`src/rtl/regport_pkg.sv`:
```
package regport_pkg;
  localparam int ADDR_W = 5;
  localparam int DATA_W = 8;

  localparam logic [ADDR_W-1:0] ADDR_RETRY  = 5'h04;
  localparam logic [ADDR_W-1:0] ADDR_CHAN   = 5'h05;
  localparam logic [ADDR_W-1:0] ADDR_RF     = 5'h06;
  localparam logic [ADDR_W-1:0] ADDR_STATUS = 5'h07;

  localparam logic [2:0]        OPC_READ     = 3'b000;
  localparam logic [2:0]        OPC_WRITE    = 3'b001;
  localparam logic [DATA_W-1:0] OP_ACTIVATE  = 8'h50;
  localparam logic [DATA_W-1:0] ACTIVATE_KEY = 8'h53;

  typedef struct packed {
    logic              wrEn;
    logic              bankToggle;
    logic [ADDR_W-1:0] addr;
    logic [DATA_W-1:0] data;
  } ctrlStrobe_t;

  typedef enum logic [1:0] {
    ST_IDLE,
    ST_CMD,
    ST_DATA,
    ST_DONE
  } xferState_t;
endpackage

```
`src/rtl/spi_pin_sync.sv`:
```
module spi_pin_sync #(
  parameter int STAGES = 2
) (
  input  logic clk,
  input  logic rstN,
  input  logic sckIn,
  input  logic csNIn,
  input  logic mosiIn,
  output logic sckRise,
  output logic sckFall,
  output logic csHigh,
  output logic csFall,
  output logic mosiBit
);
  localparam int NPINS = 3;
  localparam logic [NPINS-1:0] PIN_RST = 3'b100;  // {csN, sck, mosi}

  logic [NPINS-1:0] pinRaw;
  logic [NPINS-1:0] pinSync;
  logic             sckPrev;
  logic             csPrev;

  assign pinRaw = {csNIn, sckIn, mosiIn};

  for (genvar p = 0; p < NPINS; p++) begin : g_pin
    logic [STAGES-1:0] chain;
    always_ff @(posedge clk or negedge rstN) begin
      if (!rstN) chain <= {STAGES{PIN_RST[p]}};
      else       chain <= {chain[STAGES-2:0], pinRaw[p]};
    end
    assign pinSync[p] = chain[STAGES-1];
  end

  always_ff @(posedge clk or negedge rstN) begin
    if (!rstN) begin
      sckPrev <= 1'b0;
      csPrev  <= 1'b1;
    end else begin
      sckPrev <= pinSync[1];
      csPrev  <= pinSync[2];
    end
  end

  assign sckRise = pinSync[1] && !sckPrev;
  assign sckFall = !pinSync[1] && sckPrev;
  assign csHigh  = pinSync[2];
  assign csFall  = !pinSync[2] && csPrev;
  assign mosiBit = pinSync[0];

  initial begin
    assert (STAGES >= 2) else $error("STAGES must be at least 2");
  end
endmodule

```
`src/rtl/spi_xfer_ctrl.sv`:
```
module spi_xfer_ctrl
  import regport_pkg::*;
(
  input  logic              clk,
  input  logic              rstN,
  input  logic              sckRise,
  input  logic              sckFall,
  input  logic              csHigh,
  input  logic              csFall,
  input  logic              mosiBit,
  input  logic [DATA_W-1:0] statusByte,
  input  logic [DATA_W-1:0] rdData,
  output ctrlStrobe_t       strobe,
  output logic              miso
);
  xferState_t        state;
  logic [2:0]        bitCnt;
  logic [DATA_W-2:0] rxShift;
  logic [DATA_W-1:0] cmdReg;
  logic [DATA_W-1:0] txShift;
  logic              loadPending;

  logic [DATA_W-1:0] rxByte;
  logic              byteEnd;
  logic              cmdIsRead;
  logic              cmdIsWrite;
  logic              cmdIsAct;
  logic [DATA_W-1:0] txLoad;

  assign rxByte     = {rxShift, mosiBit};
  assign byteEnd    = sckRise && (bitCnt == 3'd7);
  assign cmdIsRead  = (cmdReg[7:5] == OPC_READ);
  assign cmdIsWrite = (cmdReg[7:5] == OPC_WRITE);
  assign cmdIsAct   = (cmdReg == OP_ACTIVATE);
  assign txLoad     = cmdIsRead ? rdData : '0;

  always_comb begin
    strobe.addr       = cmdReg[ADDR_W-1:0];
    strobe.data       = rxByte;
    strobe.wrEn       = (state == ST_DATA) && byteEnd && cmdIsWrite;
    strobe.bankToggle = (state == ST_DATA) && byteEnd && cmdIsAct && (rxByte == ACTIVATE_KEY);
  end

  always_ff @(posedge clk or negedge rstN) begin
    if (!rstN) begin
      state       <= ST_IDLE;
      bitCnt      <= '0;
      rxShift     <= '0;
      cmdReg      <= '0;
      txShift     <= '0;
      loadPending <= 1'b0;
    end else if (csHigh) begin
      state       <= ST_IDLE;
      bitCnt      <= '0;
      txShift     <= '0;
      loadPending <= 1'b0;
    end else if (csFall) begin
      state       <= ST_CMD;
      bitCnt      <= '0;
      txShift     <= statusByte;
      loadPending <= 1'b0;
    end else if (state != ST_IDLE) begin
      if (sckRise) begin
        bitCnt  <= bitCnt + 3'd1;
        rxShift <= rxByte[DATA_W-2:0];
        if (bitCnt == 3'd7) begin
          case (state)
            ST_CMD: begin
              cmdReg      <= rxByte;
              state       <= ST_DATA;
              loadPending <= 1'b1;
            end
            ST_DATA: state <= ST_DONE;
            default: state <= state;
          endcase
        end
      end
      if (sckFall) begin
        if (loadPending) begin
          txShift     <= txLoad;
          loadPending <= 1'b0;
        end else begin
          txShift <= {txShift[DATA_W-2:0], 1'b0};
        end
      end
    end
  end

  assign miso = txShift[DATA_W-1];

  AST_MISO_STEADY: assert property (@(posedge clk) disable iff (!rstN)
    (!sckFall && !csFall && !csHigh) |=> $stable(miso)) else $error("miso moved off a falling edge");

  AST_SINGLE_ACTION: assert property (@(posedge clk) disable iff (!rstN)
    $onehot0({strobe.wrEn, strobe.bankToggle})) else $error("write and bank toggle together");

  AST_NO_ACTION_IDLE: assert property (@(posedge clk) disable iff (!rstN)
    csHigh |-> !strobe.wrEn && !strobe.bankToggle) else $error("action outside transaction");
endmodule

```
`src/rtl/cfg_reg_datapath.sv`:
```
module cfg_reg_datapath
  import regport_pkg::*;
#(
  parameter logic [6:0] CHAN_RESET  = 7'd2,
  parameter logic [7:0] RETRY_RESET = 8'h03,
  parameter logic [5:0] RF_RESET    = 6'h0F
) (
  input  logic              clk,
  input  logic              rstN,
  input  ctrlStrobe_t       strobe,
  input  logic              rxReadyEvt,
  input  logic              maxRetryEvt,
  input  logic [2:0]        rxPipe,
  input  logic              txFull,
  output logic [DATA_W-1:0] statusByte,
  output logic [DATA_W-1:0] rdData,
  output logic [7:0]        retryReg,
  output logic [6:0]        chanReg,
  output logic [5:0]        rfReg,
  output logic              bank
);
  localparam int RX_FLAG_BIT  = 6;
  localparam int MAX_FLAG_BIT = 4;

  logic rxFlag;
  logic maxFlag;
  logic bank0Sel;
  logic hitStatus;
  logic clrRx;
  logic clrMax;

  assign bank0Sel  = !bank;
  assign hitStatus = strobe.wrEn && (strobe.addr == ADDR_STATUS);
  assign clrRx     = hitStatus && strobe.data[RX_FLAG_BIT];
  assign clrMax    = hitStatus && strobe.data[MAX_FLAG_BIT];

  always_ff @(posedge clk or negedge rstN) begin
    if (!rstN) begin
      retryReg <= RETRY_RESET;
      chanReg  <= CHAN_RESET;
      rfReg    <= RF_RESET;
    end else if (strobe.wrEn && bank0Sel) begin
      case (strobe.addr)
        ADDR_RETRY: retryReg <= strobe.data;
        ADDR_CHAN:  chanReg  <= strobe.data[6:0];
        ADDR_RF:    rfReg    <= strobe.data[5:0];
        default:    ;
      endcase
    end
  end

  always_ff @(posedge clk or negedge rstN) begin
    if (!rstN) begin
      rxFlag  <= 1'b0;
      maxFlag <= 1'b0;
      bank    <= 1'b0;
    end else begin
      if (rxReadyEvt)       rxFlag  <= 1'b1;
      else if (clrRx)       rxFlag  <= 1'b0;
      if (maxRetryEvt)      maxFlag <= 1'b1;
      else if (clrMax)      maxFlag <= 1'b0;
      if (strobe.bankToggle) bank   <= !bank;
    end
  end

  assign statusByte = {bank, rxFlag, 1'b0, maxFlag, rxPipe, txFull};

  always_comb begin
    case (strobe.addr)
      ADDR_RETRY:  rdData = bank0Sel ? retryReg : '0;
      ADDR_CHAN:   rdData = bank0Sel ? {1'b0, chanReg} : '0;
      ADDR_RF:     rdData = bank0Sel ? {2'b00, rfReg} : '0;
      ADDR_STATUS: rdData = statusByte;
      default:     rdData = '0;
    endcase
  end

  AST_RX_SET_WINS: assert property (@(posedge clk) disable iff (!rstN)
    rxReadyEvt |=> statusByte[RX_FLAG_BIT]) else $error("rx flag lost its set");

  AST_MAX_SET_WINS: assert property (@(posedge clk) disable iff (!rstN)
    maxRetryEvt |=> statusByte[MAX_FLAG_BIT]) else $error("max flag lost its set");

  AST_RX_CLEARS: assert property (@(posedge clk) disable iff (!rstN)
    (clrRx && !rxReadyEvt) |=> !statusByte[RX_FLAG_BIT]) else $error("rx flag not cleared");

  AST_BANK_HOLD: assert property (@(posedge clk) disable iff (!rstN)
    !strobe.bankToggle |=> $stable(bank)) else $error("bank moved without key");

  AST_BANK1_LOCK: assert property (@(posedge clk) disable iff (!rstN)
    (bank && strobe.wrEn) |=> $stable(retryReg) && $stable(chanReg) && $stable(rfReg))
    else $error("bank 1 write reached bank 0 register");
endmodule

```
`src/rtl/spi_regport.sv`:
```
module spi_regport
  import regport_pkg::*;
#(
  parameter int         SYNC_STAGES = 2,
  parameter logic [6:0] CHAN_RESET  = 7'd2,
  parameter logic [7:0] RETRY_RESET = 8'h03,
  parameter logic [5:0] RF_RESET    = 6'h0F
) (
  input  logic       clk,
  input  logic       rstN,
  input  logic       sck,
  input  logic       csN,
  input  logic       mosi,
  input  logic       rxReadyEvt,
  input  logic       maxRetryEvt,
  input  logic [2:0] rxPipe,
  input  logic       txFull,
  output logic       miso,
  output logic [3:0] retryDelay,
  output logic [3:0] retryCount,
  output logic [6:0] channel,
  output logic [1:0] dataRate,
  output logic       pllForce,
  output logic [1:0] txPower,
  output logic       lnaHighGain,
  output logic       bankSel
);
  logic              sckRise;
  logic              sckFall;
  logic              csHigh;
  logic              csFall;
  logic              mosiBit;
  ctrlStrobe_t       strobe;
  logic [DATA_W-1:0] statusByte;
  logic [DATA_W-1:0] rdData;
  logic [7:0]        retryReg;
  logic [6:0]        chanReg;
  logic [5:0]        rfReg;

  spi_pin_sync #(.STAGES(SYNC_STAGES)) sync_i (
    .clk(clk), .rstN(rstN), .sckIn(sck), .csNIn(csN), .mosiIn(mosi),
    .sckRise(sckRise), .sckFall(sckFall), .csHigh(csHigh), .csFall(csFall), .mosiBit(mosiBit)
  );

  spi_xfer_ctrl ctrl_i (
    .clk(clk), .rstN(rstN), .sckRise(sckRise), .sckFall(sckFall), .csHigh(csHigh),
    .csFall(csFall), .mosiBit(mosiBit), .statusByte(statusByte), .rdData(rdData),
    .strobe(strobe), .miso(miso)
  );

  cfg_reg_datapath #(
    .CHAN_RESET(CHAN_RESET), .RETRY_RESET(RETRY_RESET), .RF_RESET(RF_RESET)
  ) dp_i (
    .clk(clk), .rstN(rstN), .strobe(strobe), .rxReadyEvt(rxReadyEvt),
    .maxRetryEvt(maxRetryEvt), .rxPipe(rxPipe), .txFull(txFull),
    .statusByte(statusByte), .rdData(rdData), .retryReg(retryReg),
    .chanReg(chanReg), .rfReg(rfReg), .bank(bankSel)
  );

  assign retryDelay  = retryReg[7:4];
  assign retryCount  = retryReg[3:0];
  assign channel     = chanReg;
  assign dataRate    = {rfReg[5], rfReg[3]};
  assign pllForce    = rfReg[4];
  assign txPower     = rfReg[2:1];
  assign lnaHighGain = rfReg[0];
endmodule

```
`config.mk`:
```
export PLATFORM = sky130hd
export DESIGN_NAME = spi_regport
export DESIGN_NICKNAME = d
export VERILOG_FILES = /design/src/rtl/regport_pkg.sv /design/src/rtl/spi_pin_sync.sv /design/src/rtl/spi_xfer_ctrl.sv /design/src/rtl/cfg_reg_datapath.sv /design/src/rtl/spi_regport.sv
export SDC_FILE = /design/constraint.sdc
export NUM_CORES = 1
export LEC_CHECK = 0
export CAP_MARGIN = 20
export CORE_MARGIN = 1.5
export CORE_UTILIZATION = 51
export DETAILED_ROUTE_END_ITERATION = 8
export HOLD_SLACK_MARGIN = 0.15
export PLACE_DENSITY = 0.76
export SLEW_MARGIN = 20
export SYNTH_ARGS = -nofsm -noshare
export SYNTH_HDL_FRONTEND = slang
export SYNTH_HIERARCHICAL = 1
export SYNTH_SLANG_ARGS = --single-unit
```
`constraint.sdc`:
```
create_clock -name clk -period 1.93 [get_ports clk]
set_clock_uncertainty 0.1 [all_clocks]
set_input_delay 0.579 -clock clk [delete_from_list [all_inputs] [get_ports clk]]
set_output_delay 0.579 -clock clk [all_outputs]
set_load 0.01 [all_outputs]
```
* Word-level counts from Yosys, hierarchy flattened *
Cells that the tools add are included.

storage, ports and cells
  output and inout port bits = 23
  flip-flop bits (word level) = 61
  logic and storage cells = 95
  input port bits = 11

operators by class
  equal/unequal tests = 10
  bitwise operators = 2
  reduce and logical (&&, ||, !) cells = 33
  add/subtract/negate cells = 1
  mux-type cells = 32

operators by type and width
  kind                 count
  $mux 8               7
  $pmux 8 s4           1
  $eq 5x3->1 const B   4
  $eq 8x7->1 const B   2
  $logic_and 1x1->1    12
  $mux 1               12
  $mux 3               4
  $reduce_bool 3->1    4
  $mux 2               5
  $reduce_and 2->1     5
  $reduce_and 4->1     2
  $mux 7               1
  $mux 6               1
  $reduce_and 6->1     1
  $reduce_bool 2->1    3
  $logic_not 1->1      4
  $pmux 2 s2           1
  $reduce_bool 4->1    1
  $add 3x1->3 const B  1
  $eq 3x1->1 const B   1
  $eq 3x3->1 const B   1
  $logic_not 3->1      1
  $eq 2x1->1 const B   1
  $eq 2x2->1 const B   1
  $not 1->1            2

* Longest topological paths before layout *
Gate-level depths: netlist of the first run.

  word-level depth = 9
  gate-level depth with buffers = 7
  mapped depth without buffers = 7

* Hierarchy *
Netlist of the first run, hierarchy kept.

modules (own cells, without submodules)
  module            area an instance (µm²)  seq. area each (µm²)  instances  cells each
  spi_xfer_ctrl     1602.8                  725.7                 1          129
  cfg_reg_datapath  1260.0                  609.3                 1          101
  spi_pin_sync      225.2                   203.9                 1          11

* Least setup slack after synthesis of the first run *
Ideal clock, no wire load.

  path type = flip-flop to flip-flop
  start = register ctrl_i.bitCnt[0]
  end = register dp_i.retryReg[2]
  required time = 1705 ps
  arrival = 1894 ps
  clock period less this slack = 2118 ps
  setup slack = -188 ps
  setup time = 125 ps
  path buffers = 0
  cell stages (with the launch flop) = 8
  cell sequence = dfrtp_1 > ha_1 > ha_1 > nand4b_1 > nor3b_1 > nor3b_1 > nand2_2 > mux2_2

RTL lines
  item                      RTL line                RTL
  start: declaration        spi_xfer_ctrl.sv:17     logic [2:0] bitCnt;
  start signal: assignment  spi_xfer_ctrl.sv:64     bitCnt <= bitCnt + 3'd1;
  end signal: assignment    cfg_reg_datapath.sv:44  ADDR_RETRY: retryReg <= strobe.data;
  end: declaration          cfg_reg_datapath.sv:17  output logic [7:0] retryReg,

==> results of run 1 <==
[worst paths after layout]
path                                          start                       end  slack (ns)  cells after the start
hold reg to reg            sync_i/g_pin[0].chain[0]  sync_i/g_pin[0].chain[1]        0.25                      0
setup reg to reg                   ctrl_i/bitCnt[1]           dp_i/chanReg[3]       -0.12                      7
hold / removal             sync_i/g_pin[0].chain[0]  sync_i/g_pin[0].chain[1]        0.25                      0
max in group asynchronous                      rstN          dp_i/retryReg[0]        0.74                      3
setup / recovery                   ctrl_i/bitCnt[1]           dp_i/chanReg[3]       -0.12                      7
min in group asynchronous                      rstN         ctrl_i/txShift[6]        0.68                      3
[registers in the layout, summed over array words and instances (netlist names), 2 cells and up]
name,flops
ctrl_i/bitCnt,3
ctrl_i/cmdReg,8
ctrl_i/rxShift,7
ctrl_i/state,2
ctrl_i/txShift,8
dp_i/chanReg,7
dp_i/retryReg,8
dp_i/rfReg,6
sync_i/g_pin.chain,6
[timing repair]
item | in CTS | in global routing
hold buffers | 1 | 0
endpoints found under the hold margin | 48 | 0
resized for setup | 40 | 6
endpoints found under the setup margin | 43 | 30
pin swaps | 6 | 6
setup buffers | 3 | 0
[area by class of cell]
| class | count | area, sq um | area share |
|---|---|---|---|
| flip-flops and latches | 61 | 1540 | 0.393 |
| multi-input cells | 150 | 1450 | 0.371 |
| repair buffers | 68 | 589 | 0.150 |
| clock buffers | 9 | 124 | 0.0316 |
| clock inverters | 7 | 98.8 | 0.0252 |
| well taps | 75 | 93.8 | 0.0239 |
| inverters | 5 | 18.8 | 0.00479 |
[worst register-to-register path: cells and delay by family (launching register included)]
family | cells | cell delay (ns)
muxes | 1 | 0.31
DFF | 1 | 0.41
adders and majority gates | 2 | 0.28
buffers and inverters | 1 | 0.15
and+or+nand+nor | 3 | 0.68
[layer usage]
layer,part of all wire,track usage,vias up
met2,0.45,0.366,97
met3,0.065,0.0539,11
met4,0.018,0.0983,0
met5,0,0,-
li1,-,-,990
met1,0.47,0.351,1103
[per-stage QoR]
stage	cell area, sq um	setup slack [ns]	total power (uW)	hold slack, ns
2_1_floorplan	3120	0.00171	1440	0.183
5_1_grt	3920	-0.222	2910	0.269
3_5_place_dp	3600	-0.134	1530	0.238
3_3_place_gp	3600	-0.0505	1520	0.234
4_1_cts	3900	-0.134	2810	0.256
6_report	3920	-0.124	2790	0.253
[cell families after synthesis]
logic type | Yosys count | share of synthesized area
AND/OR/NAND/NOR | 56 | 0.137
adder cells (fa/ha/maj) | 6 | 0.0243
other | 1 | 0.00121
XOR/XNOR | 2 | 0.00567
multiplexers | 44 | 0.167
buffers and inverters | 30 | 0.0636
flip-flops | 61 | 0.498
AO/OA/AOI/OAI | 41 | 0.103
[power by group]
| part | total [uW] | switching, uW | internal (uW) | leakage [uW] |
|---|---|---|---|---|
| logic | 176 | 98.6 | 77.9 | 0.000930 |
| clock network | 1280 | 548 | 733 | 0.000110 |
| registers | 1330 | 23.7 | 1310 | 0.000787 |
[cell usage in the layout (no fill, tap or decap), drive strengths merged, types with 7 or more instances in the layout]
cell | Yosys | final
a221oi | 7 | 7
dfrtp | 51 | 51
buf | 22 | 35
dlygate4sd2 | 0 | 22
clkbuf | 3 | 9
o31ai | 7 | 7
a21oi | 10 | 10
mux2i | 8 | 8
nand3 | 9 | 9
dfstp | 10 | 10
clkdlybuf4s50 | 0 | 9
mux2 | 36 | 36
nor2 | 7 | 7
==> reports/results.ini, run 1 <==
[status]
status = complete, but fails checks
violations = negative setup slack

[floorplan]
dieHeight_um = 80.8
initial_core_util = 0.525
fp.coreArea_sq_um = 5890
ios = 34
die_area_sq_um = 6530
std_cell_rows = 28
die_w_um = 80.8

[synth]
synth_edf_count = 0
synth.distinct_cells = 49
synth_top_area_frac = 0.413
synth_ff_type = dfrtp_1
ys_warn_count = 6
ys_ff_latch = 61
synthArstFlopShare = 1.00
netlist_area_sq_um = 3090
syn-num-nets = 258
ys_seq_area_frac = 0.498
yosys-top-cells-count = dfrtp_1 (51), mux2_2 (21), buf_4 (15)
yosys.area.top_type = dfrtp_1
syn_area_per_cell_sq_um = 12.8
syn_inst = 241
yosysMostFrequentCell = dfrtp_1
synth_area_leaders = dfrtp_1 (41%), dfstp_2 (8.5%), mux2_2 (7.7%), mux2_4 (3.9%), buf_4 (3.6%)

[setup_path]
crit_buf_inv = 1
required_ns = 2.05
crit_top_cell = ha_4
worst-setup-path-type = reg2reg
critPathTopFamily = simple AND/OR/NAND/NOR gates
crit_path_max_incr_delay_ns = 0.41
arrival_ns = 2.17
crit_path_end_kind = flop
crit_fanout = 6
crit_path_start_kind = flop
cpMaxStageDelayCell = dfrtp_1
worstPathCellList = ha_4 > ha_4 > nand4b_1 > nor3b_2 > and4b_2 > buf_6 > mux2_4

[routing]
vias = 2201
via_per_inst = 5.87
drt-initial-drc-count = 183
ant_nets = 0
wl_per_cell_um = 19.3
wl_mm = 7.23
dr.pass1.iters = 5
drc = 0

[placed_design]
dp_hpwl_mm = 4.95
portBuffers = 33
globalplace.congestion = 0.870
place_inst = 355

[finish]
stdcell_count = 375
fillerInstances = 460
diodes = 0
num-nets-final = 312
final_util = 0.666
area_delta_synth_final_pct = 26.9
final_layout_size_suffix_gt1_frac = 0.387

[clock_network]
cts_buffer_depth = 2
cts_inserted_buffers = 9
clk_pin_slew_worst_paths_ns = 0.08
clock_latency_ns = 0.34
h-tree-depth = 3
root_buffer = clkbuf_8
cts_sinks = 61
cts_tree = yes

[flow_run]
maxCapViolCount = 0

[timing]
fin_setup_tns_ns = -1.63
setup_violations = 21
fmax_ghz = 0.487
rsz0062_at_grt = yes
final_hold_viol_count = 0
drv_slew = 0
period_share = 1.06
setup_ws_ns = -0.124
min_period_ns = 2.05

[global_routing]
grt_usage = 0.246
grt_antenna_before_repair = 0
grt_pass1_wl_mm = 11.7
overflow = 0
first_global_vias = 2152
grt_max_degree = 62

[power_and_ir_drop]
pwr_density_cell_nw_per_um2 = 711
p_leak_uw = 0.00183
ir_worst_vdd_uv = 432

[hold_path]
worstHoldPathType = reg2reg

Note: power is estimated with default switching activity, not from simulation.
==> run 2, diff against run 1 <==
--- a/config.mk
+++ b/config.mk
@@ -6,7 +6,6 @@
 export NUM_CORES = 1
 export LEC_CHECK = 0
 export CAP_MARGIN = 20
-export CORE_MARGIN = 1.5
 export CORE_UTILIZATION = 51
 export DETAILED_ROUTE_END_ITERATION = 8
 export HOLD_SLACK_MARGIN = 0.15
==> run 2 against run 1 <==
  * The flow still finishes with violations (negative setup slack)
  * Utilization is 4.9 points higher
  * Sequential power hardly changed
  * Routed wire length is 5.1% higher
  * Clock power is 10% higher
  * Via count is 1.7% higher
  * Register-to-register slack better by 0.04 ns
  * Combinational power is 9% higher
  * Cell area is 3.5% higher
  * Sequential cell count stayed put
  * Sequential share of layout area is 1.4 points lower
  * Largest power group is now the clock network
  * Highest routed layer unchanged
==> reports/results.ini, run 2 (synthesis gave the netlist of run 1 again) <==
[setup_path]
arrival_ns = 2.15
reg2reg_slack_ns = -0.09
cpMaxStageDelayCell = dfrtp_1
required_ns = 2.06
rr_worst_depth = 7
crit_path_max_incr_delay_ns = 0.36
crit_fanout = 5
critPathTopFamily = simple AND/OR/NAND/NOR gates
crit_path_start_kind = flop
reg2reg_to = dp_i/chanReg[2]
worst-setup-path-type = reg2reg
r2r_start = ctrl_i/bitCnt[1]
crit_buf_inv = 1
worstPathCellList = ha_2 > ha_4 > nand4b_1 > nor3b_2 > and4b_2 > buf_6 > mux2_4
crit_path_end_kind = flop

[routing]
drc = 0
ant_nets = 0
wl_per_cell_um = 20.4
vias = 2238
drt-initial-drc-count = 137
dr.pass1.iters = 4
wl_mm = 7.61
via_per_inst = 6.00

[clock_network]
clock_latency_ns = 0.35
root_buffer = clkbuf_8
h-tree-depth = 3
cts_tree = yes
cts_sinks = 61
cts_buffer_depth = 2
clk_pin_slew_worst_paths_ns = 0.07
cts_inserted_buffers = 9

[timing]
fmax_ghz = 0.496
rsz0062_at_grt = yes
final_hold_viol_count = 0
fin_hold_ws_ns = 0.249
setup_ws_ns = -0.0880
period_share = 1.05
min_period_ns = 2.02
setup_violations = 21
slew_headroom = 0.591
worstMarginPinSlew_ns = 0.611
drv_slew = 0

[finish]
final_layout_size_suffix_gt1_frac = 0.412
reg_top3 = ctrl_i/cmdReg x8, ctrl_i/txShift x8, dp_i/retryReg x8
layout_commonest_cell = dfrtp_1
final_cell_mix = dfrtp_1 (51), buf_4 (28), dlygate4sd2_1 (23), mux2_4 (21)
seqCellArea_sq_um = 1540
area_delta_synth_final_pct = 31.4
final_util = 0.715
diodes = 0
num-nets-final = 313
multiInputGateArea_sq_um = 1540
fillerInstances = 401

[placed_design]
globalplace.congestion = 0.847
dp_slack_ns = -0.100
dp_hpwl_mm = 5.21
portBuffers = 33

[status]
status = complete, but fails checks
violations = negative setup slack

[floorplan]
initial_core_util = 0.544
dieHeight_um = 79.8
ios = 34
std_cell_rows = 27
die_w_um = 79.8
die_area_sq_um = 6370
fp.coreArea_sq_um = 5680

[power_and_ir_drop]
p_sw_frac = 0.220
p_switching_uw = 646
p_clk_frac = 0.482
p_seq_frac = 0.453
ir_worst_vdd_uv = 613
comb_power_share = 0.066
p_leak_uw = 0.00188
intPower_uw = 2290
pwr_density_cell_nw_per_um2 = 724
finalPower_uw = 2940

[global_routing]
first_global_vias = 2241
grt_antenna_before_repair = 0
grt_usage = 0.267
overflow = 0
grt_pass1_wl_mm = 12.1
grt_max_degree = 18

[hold_path]
worstHoldPathType = reg2reg
min_to = sync_i/g_pin[0].chain[1]
min_from = sync_i/g_pin[0].chain[0]
min_delay_path_depth = 0

[flow_run]
maxCapViolCount = 0

[run 2: cell count changes in the layout (fill, tap and decap cells not counted), moves of 2 or more]
| cell | before | now |
|---|---|---|
| buf_4 | 30 | 28 |
| o22ai_1 | 4 | 1 |
| dfrtp_2 | 2 | 0 |
| dfrtp_1 | 49 | 51 |
| a221oi_2 | 0 | 5 |
| buf_12 | 1 | 3 |
| o22ai_2 | 1 | 3 |
| a221oi_1 | 7 | 2 |
[run 2: power by group through the flow]
stage                     Clock [uW]  Sequential, uW  Combinational (uW)
after CTS                       1440            1330                 187
after global placement             0            1350                 177
final                           1410            1330                 192
after detailed placement           0            1350                 181
after floorplan                    0            1350                88.2
after global routing            1500            1330                 209
[run 2: worst register-to-register path, stage by stage (launching register included)]
cell      delay (ns)
dfrtp_1         0.36
ha_2            0.19
ha_4            0.13
nand4b_1        0.14
nor3b_2         0.25
and4b_2         0.29
buf_6           0.14
mux2_4          0.30
[run 2: final cells by class]
class | instances | area share
Clock buffer | 11 | 0.0349
Sequential cell | 61 | 0.379
Clock inverter | 5 | 0.0265
Tap cell | 72 | 0.0222
Timing Repair Buffer | 69 | 0.153
Multi-Input combinational cell | 150 | 0.379
Inverter | 5 | 0.00463
[run 2: layer usage]
| metal | wire length (um) | up-vias | GRT usage |
|---|---|---|---|
| met1 | 3390 | 1137 | 0.351 |
| met5 | 0 | - | 0 |
| met4 | 212 | 0 | 0.129 |
| met3 | 451 | 19 | 0.0697 |
| li1 | - | 994 | - |
| met2 | 3550 | 88 | 0.408 |
[run 2: what timing repair did]
action	4_1_cts	5_1_grt
hold buffers	1	0
setup buffers	3	1
gates resized for setup	43	16
pin swaps	9	9
hold endpoints to repair	8	0
endpoints found under the setup margin	45	31
[run 2: how the worst max path moves through the flow]
stage                          start           endpoint  slack [ns]  cells after the start
floorplan           ctrl_i/bitCnt[0]    dp_i/chanReg[0]       0.002                      7
global placement           rxPipe[0]  ctrl_i/txShift[1]       -0.04                      5
detailed placement  ctrl_i/bitCnt[1]      dp_i/rfReg[4]       -0.10                      6
CTS                 ctrl_i/bitCnt[0]    dp_i/chanReg[2]        -0.1                      7
global route        ctrl_i/bitCnt[1]    dp_i/chanReg[0]       -0.20                      7
finish              ctrl_i/bitCnt[1]    dp_i/chanReg[2]       -0.09                      7
[run 2: metrics by stage]
| stage | TNS, ns | area (sq um) | cells |
|---|---|---|---|
| 3_3_place_gp | -0.242 | 3630 | 353 |
| 6_report | -1.07 | 4060 | 373 |
| 4_1_cts | -1.34 | 3960 | 373 |
| 2_1_floorplan | 0 | 3120 | 241 |
| 3_5_place_dp | -1.36 | 3630 | 353 |
| 5_1_grt | -3.43 | 4060 | 373 |
